===== config.mk =====
export PLATFORM = sky130hd
export DESIGN_NAME = nand_addr_seq
export DESIGN_NICKNAME = d
export VERILOG_FILES = /design/src/rtl/nas_pkg.sv /design/src/rtl/nas_addr_regs.sv /design/src/rtl/nas_fsm.sv /design/src/rtl/nand_addr_seq.sv
export SDC_FILE = /design/constraint.sdc
export NUM_CORES = 1
export LEC_CHECK = 0
export ABC_AREA = 0
export BUFFER_PORTS_ARGS = -buffer_cell sky130_fd_sc_hd__buf_4
export CORE_MARGIN = 2
export CORE_UTILIZATION = 52
export DETAILED_ROUTE_END_ITERATION = 8
export HOLD_SLACK_MARGIN = 0.06
export PLACE_DENSITY = 0.88
export SLEW_MARGIN = 30
export SYNTH_ARGS = -nofsm -noshare
export SYNTH_HDL_FRONTEND = slang
export SYNTH_SLANG_ARGS = --single-unit

===== constraint.sdc =====
create_clock -name clk -period 2.2 [get_ports clk]
set_input_delay 0.33 -clock clk [delete_from_list [all_inputs] [get_ports clk]]
set_output_delay 0.33 -clock clk [all_outputs]
set_load 0.005 [all_outputs]

===== src/rtl/nas_pkg.sv =====
package nas_pkg;

  typedef enum logic [2:0] {
    ST_IDLE,
    ST_COL0,
    ST_COL1,
    ST_ROW,
    ST_WAIT,
    ST_DONE
  } nas_state_e;

  // which byte source the current/last strobe came from
  typedef enum logic [1:0] {
    SEL_COL0,
    SEL_COL1,
    SEL_ROW
  } nas_sel_e;

  localparam int unsigned ADDR_BYTE_W = 8;

endpackage


===== src/rtl/nas_addr_regs.sv =====
module nas_addr_regs
  import nas_pkg::*;
#(
  parameter int unsigned COL_W = 13,
  parameter int unsigned ROW_W = 24
) (
  input  logic                   clk,
  input  logic                   rst_n,
  input  logic                   load,
  input  logic                   shift,
  input  logic                   col_vld_i,
  input  logic [COL_W-1:0]       col_i,
  input  logic                   page_vld_i,
  input  logic [ROW_W-1:0]       page_i,
  input  logic [1:0]             pgsz_i,
  input  logic [ROW_W-1:0]       mask_i,
  output logic                   col_vld,
  output logic                   page_vld,
  output logic                   two_col,
  output logic                   mask_more,
  output logic [ADDR_BYTE_W-1:0] col_lo,
  output logic [ADDR_BYTE_W-1:0] col_hi,
  output logic [ADDR_BYTE_W-1:0] row_byte
);

  localparam int unsigned HI2K_W = 4;
  localparam int unsigned HI4K_W = 5;
  localparam int unsigned HI_LSB = ADDR_BYTE_W;

  logic             col_vld_q, page_vld_q;
  logic [COL_W-1:0] col_q;
  logic [ROW_W-1:0] page_q, mask_q;
  logic [1:0]       pgsz_q;

  // captured request; the row part shifts one byte per row cycle
  always_ff @(posedge clk or negedge rst_n) begin
    if (!rst_n) begin
      col_vld_q  <= 1'b0;
      page_vld_q <= 1'b0;
      col_q      <= '0;
      page_q     <= '0;
      mask_q     <= '0;
      pgsz_q     <= '0;
    end else if (load) begin
      col_vld_q  <= col_vld_i;
      page_vld_q <= page_vld_i;
      col_q      <= col_i;
      page_q     <= page_i;
      mask_q     <= mask_i;
      pgsz_q     <= pgsz_i;
    end else if (shift) begin
      page_q     <= page_q >> ADDR_BYTE_W;
      mask_q     <= mask_q >> ADDR_BYTE_W;
    end
  end

  assign col_vld   = col_vld_q;
  assign page_vld  = page_vld_q;
  assign two_col   = |pgsz_q;
  assign mask_more = |mask_q;
  assign col_lo    = col_q[ADDR_BYTE_W-1:0];
  assign row_byte  = ADDR_BYTE_W'(page_q);

  always_comb begin
    if (pgsz_q[1]) begin
      col_hi = ADDR_BYTE_W'(col_q[HI_LSB+HI4K_W-1:HI_LSB]);
    end else begin
      col_hi = ADDR_BYTE_W'(col_q[HI_LSB+HI2K_W-1:HI_LSB]);
    end
  end

endmodule


===== src/rtl/nas_fsm.sv =====
module nas_fsm
  import nas_pkg::*;
(
  input  logic     clk,
  input  logic     rst_n,
  input  logic     start_i,
  input  logic     col_vld_i,
  input  logic     page_vld_i,
  input  logic     op_done_i,
  input  logic     col_vld,
  input  logic     page_vld,
  input  logic     two_col,
  input  logic     mask_more,
  output logic     load,
  output logic     shift,
  output logic     stb,
  output nas_sel_e sel,
  output logic     done
);

  nas_state_e state_q, state_d;
  nas_sel_e   last_q;

  always_comb begin
    state_d = state_q;
    load    = 1'b0;
    shift   = 1'b0;
    stb     = 1'b0;
    sel     = last_q;
    done    = 1'b0;
    unique case (state_q)
      ST_IDLE: begin
        if (start_i) begin
          load = 1'b1;
          if (col_vld_i)       state_d = ST_COL0;
          else if (page_vld_i) state_d = ST_ROW;
          else                 state_d = ST_DONE;
        end
      end
      ST_COL0: begin
        stb     = 1'b1;
        sel     = SEL_COL0;
        state_d = ST_WAIT;
      end
      ST_COL1: begin
        stb     = 1'b1;
        sel     = SEL_COL1;
        state_d = ST_WAIT;
      end
      ST_ROW: begin
        stb     = 1'b1;
        sel     = SEL_ROW;
        shift   = 1'b1;
        state_d = ST_WAIT;
      end
      ST_WAIT: begin
        if (op_done_i) begin
          unique case (last_q)
            SEL_COL0: state_d = two_col ? ST_COL1 : (page_vld ? ST_ROW : ST_DONE);
            SEL_COL1: state_d = page_vld ? ST_ROW : ST_DONE;
            default:  state_d = mask_more ? ST_ROW : ST_DONE;
          endcase
        end
      end
      ST_DONE: begin
        done    = 1'b1;
        state_d = ST_IDLE;
      end
      default: state_d = ST_IDLE;
    endcase
  end

  always_ff @(posedge clk or negedge rst_n) begin
    if (!rst_n) begin
      state_q <= ST_IDLE;
      last_q  <= SEL_COL0;
    end else begin
      state_q <= state_d;
      if (stb) last_q <= sel;
    end
  end

  // column valid is consumed at start; latched copy kept for the port view
  logic unused_col_vld;
  assign unused_col_vld = col_vld;

endmodule


===== src/rtl/nand_addr_seq.sv =====
module nand_addr_seq
  import nas_pkg::*;
#(
  parameter int unsigned COL_W = 13,
  parameter int unsigned ROW_W = 24
) (
  input  logic             clk,
  input  logic             rst_n,
  input  logic             start_i,
  input  logic             col_vld_i,
  input  logic [COL_W-1:0] col_i,
  input  logic             page_vld_i,
  input  logic [ROW_W-1:0] page_i,
  input  logic [1:0]       pgsz_i,
  input  logic [ROW_W-1:0] page_mask_i,
  input  logic             op_done_i,
  output logic             addr_stb_o,
  output logic [7:0]       addr_byte_o,
  output logic             done_o
);

  logic     load, shift, stb, done;
  logic     col_vld, page_vld, two_col, mask_more;
  logic [ADDR_BYTE_W-1:0] col_lo, col_hi, row_byte;
  nas_sel_e sel;

  nas_addr_regs #(
    .COL_W (COL_W),
    .ROW_W (ROW_W)
  ) u_regs (
    .clk        (clk),
    .rst_n      (rst_n),
    .load       (load),
    .shift      (shift),
    .col_vld_i  (col_vld_i),
    .col_i      (col_i),
    .page_vld_i (page_vld_i),
    .page_i     (page_i),
    .pgsz_i     (pgsz_i),
    .mask_i     (page_mask_i),
    .col_vld    (col_vld),
    .page_vld   (page_vld),
    .two_col    (two_col),
    .mask_more  (mask_more),
    .col_lo     (col_lo),
    .col_hi     (col_hi),
    .row_byte   (row_byte)
  );

  nas_fsm u_fsm (
    .clk        (clk),
    .rst_n      (rst_n),
    .start_i    (start_i),
    .col_vld_i  (col_vld_i),
    .page_vld_i (page_vld_i),
    .op_done_i  (op_done_i),
    .col_vld    (col_vld),
    .page_vld   (page_vld),
    .two_col    (two_col),
    .mask_more  (mask_more),
    .load       (load),
    .shift      (shift),
    .stb        (stb),
    .sel        (sel),
    .done       (done)
  );

  always_comb begin
    unique case (sel)
      SEL_COL0: addr_byte_o = col_lo;
      SEL_COL1: addr_byte_o = col_hi;
      default:  addr_byte_o = row_byte;
    endcase
  end

  assign addr_stb_o = stb;
  assign done_o     = done;

endmodule


[Yosys cells after proc, flatten, opt, wreduce, memory -nomap -nowiden]
Cells that the tools add are included.
Storage, ports and cells
  bits in read-only memories: 0
  bits in latches: 0
  bits in registers: 69
  memories kept: 0
  input port bits: 69
  word-level logic and storage cells: 45
  output and inout bits: 10
  bits in writable memories: 0
Cells by class
  reduce and logical (&&, ||, !) cells: 8
  multiply operators: 0
  shifts and indexed selects: 0
  divide/modulo/power cells: 0
  bitwise logic cells: 0
  magnitude comparators: 0
  add/sub/neg operators: 0
  eq/ne operators: 9
  mux-type cells: 21
Operator list (count)
  two-way mux 24 bit: 4
  OR reduction 24 bit: 1
  two-way mux 3 bit: 7
  one-hot mux 8 bit (2 select lines): 1
  one-hot mux 3 bit (3 select lines): 1
  equality test 3 x 2 -> 1 bit, second input constant: 2
  equality test 3 bit, second input constant: 2
  one-hot mux 2 bit (3 select lines): 1
  one-hot mux 3 bit (2 select lines): 1
  two-way mux 1 bit: 5
  two-way mux 5 bit: 1
  equality test 2 x 1 -> 1 bit, second input constant: 2
  zero test 2 bit: 2
  != test 2 bit, second input constant: 2
  equality test 3 x 1 -> 1 bit, second input constant: 1
  zero test 3 bit: 1
  OR reduction 3 bit: 1
  AND reduction 2 bit: 1
  nonzero test 2 bit: 1
  OR reduction 2 bit: 1

[Logic depth before layout (Yosys ltp)]
  word-level depth: 5
  mapped depth: 6
  gate-level depth less buffers: 5

[Modules after synthesis]
A second synthesis with hierarchy kept.
Unflattened totals
  cell total of the unflattened synthesis: 335
  area total of the unflattened synthesis: 3468.3 um^2
By module, submodules not included
  nas_addr_regs: seq. area each 1626.6 um^2, instances 1, area an instance 3009.1 um^2, cells an instance 277
  nas_fsm: seq. area each 125.1 um^2, instances 1, area an instance 286.5 um^2, cells an instance 32
  nand_addr_seq: seq. area each 0.0 um^2, instances 1, area an instance 172.7 um^2, cells an instance 26

[Least setup slack after synthesis]
OpenSTA, ideal clock, no wires.
  path kind: register to output
  start point: register u_fsm.state_q[2]
  end point: output port addr_byte_o[4]
  buffers on the path: 1
  arrival: 1497 ps
  stages on the path, launching flop included: 7
  required time: 1870 ps
  setup slack: 373 ps
  path through: dfrtp_1 clkbuf_8 o21bai_1 a21oi_4 inv_4 and2_0 a311o_1
Between the ends
  cells in the longest elaborated chain, start to end: 4
  elaborated cells between the ends (all ways): 7
  classes of those cells: 4 x eq/ne; 2 x mux; 1 x reduce/logical
Ends and longest elaborated chain
  start, declared: line nas_fsm.sv:21  | nas_state_e state_q, state_d;
  start signal, assigned: line nas_fsm.sv:78  | state_q <= state_d;
  equality test 3 x 2 -> 1 bit / equality test 3 x 1 -> 1 bit (equally long branches): line nas_fsm.sv:31  | unique case (state_q)
  one-hot mux 2 bit (3 select lines) (*): line nas_fsm.sv:31
  equality test 2 x 1 -> 1 bit / zero test 2 bit (equally long branches): line nand_addr_seq.sv:69  | unique case (sel)
  one-hot mux 8 bit (2 select lines) (*): line nand_addr_seq.sv:69
  end, declared: line nand_addr_seq.sv:18  | output logic [7:0] addr_byte_o,
Every way passes the cells marked *; elsewhere a longest branch is shown, timed or not.

[Worst setup path in the final report]
  start point: register u_fsm.state_q[0]
  end point: output port addr_byte_o[4]
Same word-level chain as after synthesis.

==> metrics.txt <==
Layout Skew=0.00770 ns; Initial Util=0.545; input/output buffers=78; GPL Wtd Cong=0.866; Crit Reg-Reg Startpoint=u_fsm.state_q[0]; share of post-route cells with drive strength above 1=0.361; core outline area=0.00557 sq mm; post-route antenna net violation count=0; first-pass GRT wire length=11,900 microns; largest net degree at the start of global routing=70; MaxCap Viol Count=0; Fmax=0.469 GHz; Setup TNS Final=0 ns; WP data required=1.87 ns; area grow syn2layout=31.4%; Seq/Total Area, Yosys=0.568; Area after DPL=0.00370 sq mm; vias in the first global route=2,515; Worst Path Arrival=1.80 ns; Max VDD drop=0.916 mV; # H-tree levels=3; Clock Sinks=69; drt wl/cell=16.5 microns; Tot GR Track Use=0.246; CTS tree=done; placed wire-length estimate=4900 microns; worst slew pin tran=0.843 ns; # DRC=0; ys flop type=dfrtp_1; clock period minus worst slack=2.13 ns; TritonRoute pass-1 iters=4; Max stage delay cell, worst path=dfrtp_2; nature of the critical path endpoint=output port; Worst R2R End=u_regs.page_q[7]; Slew Limit Fails=0; ant diodes=0; number of CTS-inserted buffers=9; Top Ports=79; ranking of synthesized cells by area=dfrtp_1, nand2_1, mux2_2; Die Y-Extent=80.5 microns; power per cell area=1440 mW/mm^2; final number of setup-violating endpoints=0; CP Max Fanout=6; Worst slew margin=0.438; LEAKAGE=1.90 nW; clk slew on worst S/H paths=0.08 ns; largest area contributor in the netlist=dfrtp_1; Post-synth EDFFs=0; Synth top area share=0.568; Hold Crit Class=in2async; Vias=2,431; Post-Syn Nets=343; antenna violations before repair=0; die width=80.5 microns; Max Buffers Root-to-Sink=2; yosys warns=0; R2R cell count=7; final hold viol count=0; DP Cell Count=416; Finished Layout Cells=435; Nets=427; Netlist cell types=39; Post-Syn Instances=274; synthesized area=0.00304 sq mm; DR iter-0 viols=134; synthesis-stage register bit count=69; CP startpoint kind=register; grt ovf=0; CTS root buffer=clkbuf_8; DR vias/cell=5.59; CP cell instances=and3b_2, a21oi_4, inv_4, and2_0, a311o_1, buf_4; final worst path period share=0.970; status=finished clean; syn_area_per_cell=11.1 sq um; Layout Cell Area excl Fill=0.00400 sq mm; Min Hold Slack=0.0851 ns; CP max stage delay=0.45 ns; Crit Path Category=reg2out; Synth async-reset ratio=1.00; die area=0.00647 sq mm; worst skew pair latency=0.34 ns; RSZ-0062 raised after global routing=yes; WL final=7170 microns; Pwr Total=5.76 mW; site row count=27; reg-to-reg slack, setup=0.29 ns
## per-stage QoR
step                 util  worst slack (ns)
finish              0.717            0.0661
global route        0.717           -0.0400
CTS                 0.708           -0.0364
detailed placement  0.664             0.326
global placement    0.664             0.381
floorplan               -             0.373
## cell usage in the layout, fill, tap and decap left out, types with 4 or more instances in the layout
cell,n
clkbuf_8,10
o2bb2ai_1,4
nor4_1,4
mux2_2,16
mux2i_1,13
buf_4,87
nor2_1,8
a22oi_1,19
a21oi_1,6
nand3_1,4
nand2_1,59
a22o_1,16
o21ai_0,13
dfrtp_1,67
## critical path, delay by kind of cell, from the launching register on
kind / cells / cell delay [ns]
buffers and inverters: 2 / 0.19
AND/OR/NAND/NOR: 2 / 0.40
flip-flops: 1 / 0.45
AO/OA/AOI/OAI: 2 / 0.43
## area by class of cell
| cell class | count | area [sq um] |
|---|---|---|
| clock buffer | 12 | 145 |
| clock inverter | 4 | 95.1 |
| fill | 409 | 1580 |
| inverter | 4 | 17.5 |
| multi-input combinational | 185 | 1230 |
| sequential | 69 | 1730 |
| tap | 72 | 90.1 |
| timing repair buffer | 89 | 684 |
## registers in the layout, summed over array words and instances, names as in the netlist
name             cells
u_regs.page_vld      1
u_regs.mask_q       24
u_fsm.state_q        3
u_fsm.last_q         2
u_regs.col_q        13
u_regs.page_q       24
u_regs.pgsz_q        2
## layer usage
layer  vias up  wire length, microns  track usage
met2        69                  3680        0.403
met1      1205                  3030        0.313
met4         0                    96        0.108
met5         -                     0            0
met3        10                   370       0.0562
li1       1147                     -            -
## synthesized netlist by cell type, types with 2 or more instances
cell type  count
a22o_1        16
o21bai_1       2
nor2_1         8
nand2_1       59
a22oi_1       19
o21ai_0       13
nor4_1         4
buf_2          9
clkbuf_1       5
inv_1          3
o2bb2ai_1      4
mux2i_1       13
mux2_2        16
nand3_1        4
a21oi_1        7
dfrtp_1       69
## cell families after synthesis
logic type             Yosys count  share of synthesized area
multiplexers                    29                      0.102
buffers and inverters           20                     0.0337
AND/OR/NAND/NOR                 88                      0.132
flip-flops                      69                      0.568
AO/OA/AOI/OAI                   68                      0.165
## power by group
part / leakage (nW) / switching (mW) / internal, mW
registers: 0.848 / 0.445 / 1.89
clock network: 0.121 / 0.459 / 0.784
logic: 0.936 / 1.05 / 1.13
total: 1.90 / 1.95 / 3.81
## how the worst max path moves through the flow
stage	from	endpoint	slack (ns)	cells past startpoint
floorplan	u_fsm.state_q[2]	addr_byte_o[4]	0.37	6
global placement	u_fsm.state_q[2]	addr_byte_o[4]	0.38	6
global route	u_fsm.state_q[1]	addr_byte_o[4]	-0.04	5
finish	u_fsm.state_q[0]	addr_byte_o[4]	0.07	6
CTS	u_fsm.state_q[1]	addr_byte_o[4]	-0.04	5
detailed placement	u_fsm.state_q[1]	addr_byte_o[4]	0.33	5
## timing repair
item                                    CTS  global route
hold buffers                              0             0
endpoints found under the setup margin    5             5
pin swaps                                 1             1
buffers inserted                          0             3
gates cloned                              0             0
gates resized for setup                   0             9
No activity file was read; power rests on OpenSTA's default activity.
